$ cat src/rtl/erase_seq_pkg.sv
package erase_seq_pkg;

    localparam logic [15:0] CMD_ERASE  = 16'h0020;
    localparam logic [15:0] CMD_VERIFY = 16'h00A0;
    localparam logic [15:0] CMD_READ   = 16'h0000;

    typedef enum logic [3:0] {
        ST_IDLE,
        ST_PREP_KICK,
        ST_PREP_WAIT,
        ST_ERS_SETUP,
        ST_ERS_GO,
        ST_ERS_WAIT,
        ST_VFY_CMD,
        ST_VFY_WAIT,
        ST_VFY_READ,
        ST_VFY_CHECK,
        ST_READ_CMD
    } ers_state_e;

endpackage

$ cat src/rtl/seq_wait_timer.sv
// Down-counting wait timer: load N-1, expired once it reaches zero.
module seq_wait_timer #(
    parameter int W = 8
) (
    input  logic         clk,
    input  logic         rst_n,
    input  logic         load,
    input  logic [W-1:0] load_val,
    output logic         expired
);
    logic [W-1:0] cnt_q;

    always_ff @(posedge clk or negedge rst_n) begin
        if (!rst_n) begin
            cnt_q <= '0;
        end else if (load) begin
            cnt_q <= load_val;
        end else if (cnt_q != '0) begin
            cnt_q <= cnt_q - 1'b1;
        end
    end

    assign expired = (cnt_q == '0);
endmodule

$ cat src/rtl/seq_up_counter.sv
// Clearable up-counter used for the word address and the pulse tally.
module seq_up_counter #(
    parameter int W = 8
) (
    input  logic         clk,
    input  logic         rst_n,
    input  logic         clr,
    input  logic         inc,
    output logic [W-1:0] cnt
);
    always_ff @(posedge clk or negedge rst_n) begin
        if (!rst_n) begin
            cnt <= '0;
        end else if (clr) begin
            cnt <= '0;
        end else if (inc) begin
            cnt <= cnt + 1'b1;
        end
    end
endmodule

$ cat src/rtl/chip_erase_seq.sv
module chip_erase_seq
    import erase_seq_pkg::*;
#(
    parameter int ADDR_W      = 16,
    parameter int DATA_W      = 16,
    parameter int ERASE_CYC   = 2_000_000,
    parameter int VERIFY_CYC  = 1200,
    parameter int PULSE_LIMIT = 1000
) (
    input  logic              clk,
    input  logic              rst_n,
    input  logic              start,
    output logic              prog_start,
    input  logic              prog_done,
    output logic              bus_wr,
    output logic              bus_rd,
    output logic [ADDR_W-1:0] bus_addr,
    output logic [DATA_W-1:0] bus_wdata,
    input  logic [DATA_W-1:0] bus_rdata,
    output logic              vpp_en,
    output logic              done,
    output logic              pass
);
    localparam int LONGEST = (ERASE_CYC > VERIFY_CYC) ? ERASE_CYC : VERIFY_CYC;
    localparam int TMR_W   = $clog2(LONGEST + 1);
    localparam int PCNT_W  = $clog2(PULSE_LIMIT + 1);

    ers_state_e state_q, state_d;

    logic              tmr_load;
    logic [TMR_W-1:0]  tmr_val;
    logic              tmr_expired;
    logic              run_clr;
    logic              addr_inc;
    logic              pulse_inc;
    logic [ADDR_W-1:0] word_addr;
    logic [PCNT_W-1:0] pulse_cnt;
    logic              fin_pass;
    logic              fin_fail;
    logic              word_erased;
    logic              word_last;
    logic              cap_hit;

    seq_wait_timer #(.W(TMR_W)) u_timer (
        .clk      (clk),
        .rst_n    (rst_n),
        .load     (tmr_load),
        .load_val (tmr_val),
        .expired  (tmr_expired)
    );

    seq_up_counter #(.W(ADDR_W)) u_addr_cnt (
        .clk   (clk),
        .rst_n (rst_n),
        .clr   (run_clr),
        .inc   (addr_inc),
        .cnt   (word_addr)
    );

    seq_up_counter #(.W(PCNT_W)) u_pulse_cnt (
        .clk   (clk),
        .rst_n (rst_n),
        .clr   (run_clr),
        .inc   (pulse_inc),
        .cnt   (pulse_cnt)
    );

    assign word_erased = (bus_rdata == {DATA_W{1'b1}});
    assign word_last   = (word_addr == {ADDR_W{1'b1}});
    assign cap_hit     = (pulse_cnt == PCNT_W'(PULSE_LIMIT));

    // State register and held results
    always_ff @(posedge clk or negedge rst_n) begin
        if (!rst_n) begin
            state_q <= ST_IDLE;
            done    <= 1'b0;
            pass    <= 1'b0;
        end else begin
            state_q <= state_d;
            if (run_clr) begin
                done <= 1'b0;
                pass <= 1'b0;
            end else if (fin_pass || fin_fail) begin
                done <= 1'b1;
                pass <= fin_pass;
            end
        end
    end

    // Next state and outputs
    always_comb begin
        state_d    = state_q;
        prog_start = 1'b0;
        bus_wr     = 1'b0;
        bus_rd     = 1'b0;
        bus_addr   = word_addr;
        bus_wdata  = '0;
        tmr_load   = 1'b0;
        tmr_val    = '0;
        run_clr    = 1'b0;
        addr_inc   = 1'b0;
        pulse_inc  = 1'b0;
        fin_pass   = 1'b0;
        fin_fail   = 1'b0;
        vpp_en     = (state_q != ST_IDLE);

        unique case (state_q)
            ST_IDLE: begin
                if (start) begin
                    run_clr = 1'b1;
                    state_d = ST_PREP_KICK;
                end
            end
            ST_PREP_KICK: begin
                prog_start = 1'b1;
                state_d    = ST_PREP_WAIT;
            end
            ST_PREP_WAIT: begin
                if (prog_done) state_d = ST_ERS_SETUP;
            end
            ST_ERS_SETUP: begin
                bus_wr    = 1'b1;
                bus_wdata = DATA_W'(CMD_ERASE);
                state_d   = ST_ERS_GO;
            end
            ST_ERS_GO: begin
                bus_wr    = 1'b1;
                bus_wdata = DATA_W'(CMD_ERASE);
                pulse_inc = 1'b1;
                tmr_load  = 1'b1;
                tmr_val   = TMR_W'(ERASE_CYC - 1);
                state_d   = ST_ERS_WAIT;
            end
            ST_ERS_WAIT: begin
                if (tmr_expired) state_d = ST_VFY_CMD;
            end
            ST_VFY_CMD: begin
                bus_wr    = 1'b1;
                bus_wdata = DATA_W'(CMD_VERIFY);
                tmr_load  = 1'b1;
                tmr_val   = TMR_W'(VERIFY_CYC - 1);
                state_d   = ST_VFY_WAIT;
            end
            ST_VFY_WAIT: begin
                if (tmr_expired) state_d = ST_VFY_READ;
            end
            ST_VFY_READ: begin
                bus_rd  = 1'b1;
                state_d = ST_VFY_CHECK;
            end
            ST_VFY_CHECK: begin
                if (word_erased) begin
                    if (word_last) begin
                        state_d = ST_READ_CMD;
                    end else begin
                        addr_inc = 1'b1;
                        state_d  = ST_VFY_CMD;
                    end
                end else if (cap_hit) begin
                    fin_fail = 1'b1;
                    state_d  = ST_IDLE;
                end else begin
                    state_d = ST_ERS_SETUP;
                end
            end
            ST_READ_CMD: begin
                bus_wr    = 1'b1;
                bus_wdata = DATA_W'(CMD_READ);
                fin_pass  = 1'b1;
                state_d   = ST_IDLE;
            end
            default: state_d = ST_IDLE;
        endcase
    end
endmodule

$ cat config.mk
export PLATFORM = sky130hd
export DESIGN_NAME = chip_erase_seq
export DESIGN_NICKNAME = d
export VERILOG_FILES = /design/src/rtl/erase_seq_pkg.sv /design/src/rtl/seq_wait_timer.sv /design/src/rtl/seq_up_counter.sv /design/src/rtl/chip_erase_seq.sv
export SDC_FILE = /design/constraint.sdc
export NUM_CORES = 1
export LEC_CHECK = 0
export BUFFER_PORTS_ARGS = -buffer_cell sky130_fd_sc_hd__buf_2
export CAP_MARGIN = 20
export CORE_MARGIN = 2
export CORE_UTILIZATION = 58
export CTS_BUF_LIST = sky130_fd_sc_hd__clkbuf_2
export CTS_CLUSTER_DIAMETER = 100
export DETAILED_ROUTE_END_ITERATION = 7
export PLACE_DENSITY = 0.89
export RECOVER_POWER = 50
export SLEW_MARGIN = 20
export SYNTH_ARGS = -nofsm -noshare
export SYNTH_HDL_FRONTEND = slang
export SYNTH_HIERARCHICAL = 1
export SYNTH_SLANG_ARGS = --single-unit
$ cat constraint.sdc
create_clock -name clk -period 2.6 [get_ports clk]
set_input_delay 0.13 -clock clk [delete_from_list [all_inputs] [get_ports clk]]
set_output_delay 0.13 -clock clk [all_outputs]
set_load 0.02 [all_outputs]
==> summary.txt <==
Tot GR Track Use = 23.7%
share of async-settable or async-resettable flops after synthesis = 100%
placed cell areas = 3650 sq um
H-tree Lvls = 2
largest net degree at the start of global routing = 42
Yosys Warn Count = 6
Main synth FF type = dfrtp_1
Worst setup SP type = flop
final antenna-violating net count = 0
worst-path maximum fanout = 4
worst slew pin tran = 1.01 ns
cell count after synthesis = 351
number of buffers added on ports = 43
Detailed Routing Iterations Pass 1 = 5
post-route clock period utilization = 95.7%
dpl hpwl = 5.44 mm
Sum Neg Setup Slack = 0 ns
Core Util, Final = 66.7%
pwr dens = 327 nW/um^2
first-pass GRT wire length = 12.1 mm
Top Ports = 58
Inst Count DP = 469
total wire length = 7.46 mm
Yosys top cell area share = 39.2%
total clock sinks = 53
Worst Path Arrival = 2.86 ns
Leak = 0.00155 uW
setup violators final = 0
DRC Markers = 0
Final min period = 2.49 ns
Clock Path Buffers = 2
Reg2Reg Launch Point = u_timer/cnt_q[0]
status = completed
core area = 5570 sq um
top cells by area, synth = dfrtp_1 (39%), xnor2_1 (5.2%), nand2_1 (3.7%)
number of global-route vias before repair = 2,699
Worst VDD drop = 0.202 mV
Multi-input gate area = 1890 sq um
non-filler instance count after layout = 481
die height = 80.3 microns
area grow syn2layout = 9.96%
dominant cell type by area after synthesis = dfrtp_1
Final Hold Fails = 0
share of post-route cells with drive strength above 1 = 21.8%
CTS clk-pin slew, worst paths = 0.26 ns
Max Fclk = 0.402 GHz
Skew-Pair Late Insertion Delay = 0.43 ns
FF/Latch Area = 1330 sq um
post-route cell area = 3720 sq um
vias = 2,864
CP cell instances = inv_2 -> ha_1 -> or4b_4 -> nor4b_4 -> and2_4 -> inv_1 -> a311oi_2 -> o31ai_1 -> a32oi_1
Slew HR = 32.6%
ant diodes = 0
Initial Util = 60.6%
Via density = 5.95
Syn Std Cell Area = 3380 sq um
WS Path Type = reg2reg
post-synth cell types = 65
Setup crit end kind = flop
grt total ovfl = 0
Crit. Startpoint = u_timer/cnt_q[0]
initial drt markers = 248
Inserted Clock Buffers = 5
Site Rows = 27
WL/cell = 15.5 microns
Layout fillers = 437
Final Skew = 0.0310 ns
Largest stage delay, worst path = 0.48 ns
min-delay src = start
root buffer cell = clkbuf_2
Seq/Total Area, Yosys = 39.2%
Max Cap Viol = 0
CTS tree = yes
DIE WIDTH = 80.3 microns
Crit-path slowest cell = dfrtp_1
Hold/Removal Path Class = in2reg
Synth Register Bits = 53
initial antenna violation count = 0
routability cong. = 0.871
Avg Inst Size Synth = 9.63 sq um
fin nets = 433
Worst Path Required = 2.98 ns
number of synthesized flops with an enable pin = 0
Max Slew Vio Count = 0
die area = 6450 sq um
[layer usage]
layer  share of wire [%]  global-route usage (%)
met1                  44                    30.8
met2                  50                    39.8
met3                 4.5                    3.82
met4                 1.9                    8.47
met5                   0                       0
[critical path: cells and delay by family (launching register included)]
kind,cells,cell delay (ns)
AOI/OAI and AO/OA,3,0.67
and+or+nand+nor,3,1.00
adders and majority gates,1,0.15
DFF,1,0.48
buffers and inverters,2,0.14
[cells by family after synthesis]
group	share of synthesized area, %
AOI/OAI and AO/OA	14.2
DFF	39.2
and+or+nand+nor	26.9
adders and majority gates	1.48
other	0.111
buffers and inverters	7.37
xor gates and xnor gates	8.03
muxes	2.67
[where the power goes]
group	switching [uW]	internal, uW	total, uW
registers	7.87	831	839
logic	47.3	17.2	64.5
clock network	249	62.7	311
total	304	911	1210
[placed cells by master, fill, tap and decap left out, types with 3 or more instances in the layout]
cell type / synthesis / final
nor4b_1: 3 / 3
clkbuf_1: 7 / 13
nor2_1: 33 / 31
mux2i_1: 3 / 3
ha_1: 4 / 4
o21ai_0: 8 / 8
o31ai_1: 12 / 12
dfrtp_1: 53 / 53
nor3_1: 8 / 8
xor2_1: 11 / 11
buf_2: 4 / 30
or4_1: 6 / 6
o21ai_1: 3 / 3
nand2_1: 33 / 33
nand3_1: 4 / 4
nor4_1: 5 / 5
conb_1: 1 / 21
inv_1: 9 / 7
nand4_1: 16 / 16
clkbuf_2: 0 / 7
xnor2_1: 20 / 20
o41ai_1: 3 / 3
a22o_1: 6 / 6
nor4_2: 5 / 5
buf_4: 16 / 17
mux2_2: 3 / 3
a21oi_1: 17 / 17
and2_1: 4 / 3
or3_1: 5 / 5
[layout make-up]
cell class,instances,share of cell area [%]
Clock inverter,1,0.101
Tap cell,72,2.42
Clock buffer,6,0.808
Sequential cell,53,35.7
Timing Repair Buffer,62,9.19
Multi-Input combinational cell,278,50.9
Inverter,9,0.909
[sequential cells by signal, summed over array words and instances (netlist names)]
signal / cells
state_q: 4
pass: 1
u_timer/cnt_q: 21
done: 1
u_pulse_cnt/cnt: 10
u_addr_cnt/cnt: 16
[Yosys cell counts (2+ instances only)]
library cell  count
nand2b_1          2
buf_6             3
mux2i_1           3
nand3b_1          2
buf_2             4
a21oi_1          17
xnor2_1          20
o22ai_1           2
nor4b_1           3
a22o_1            6
inv_1             9
clkbuf_1          7
nor2_1           33
nor4_2            5
or3_1             5
o31ai_1          12
nor3_1            8
mux2_2            3
nand4_1          16
nand3_1           4
o21ai_1           3
ha_1              4
nor4b_2           2
o21ai_0           8
nor4b_4           2
o21a_1            2
buf_4            16
or4_4             2
nor3b_1           2
nand4b_1          2
o41ai_1           3
nor4_1            5
o21ai_2           2
nand2_1          33
xor2_1           11
and2_1            4
or4_1             6
dfrtp_1          53
[final timing paths]
check | end | slack (ns) | cells past startpoint
worst min-delay path | state_q[3] | 0.06 | 3
worst max register to register | state_q[1] | 0.11 | 9
max in group asynchronous | u_pulse_cnt/cnt[2] | 0.96 | 3
worst max-delay path | state_q[1] | 0.11 | 9
worst min register to register | u_pulse_cnt/cnt[9] | 0.58 | 2
min in group asynchronous | u_timer/cnt_q[2] | 0.21 | 2
[through the flow]
step	power (uW)	hold slack (ns)	setup WS (ns)
floorplan	897	-0.166	0.278
global placement	915	0.0251	0.224
detailed placement	918	0.0283	0.0999
CTS	1220	0.0544	0.0497
global route	1270	0.0198	-0.0180
finish	1210	0.0609	0.112
[timing repair]
item                                   4_1_cts  5_1_grt
endpoints found under the hold margin       12        0
buffers inserted                             0        4
hold buffers                                 1        0
gates resized for setup                      0        4
setup endpoints to repair                    0        2
Power figures use the tool's default switching activity.
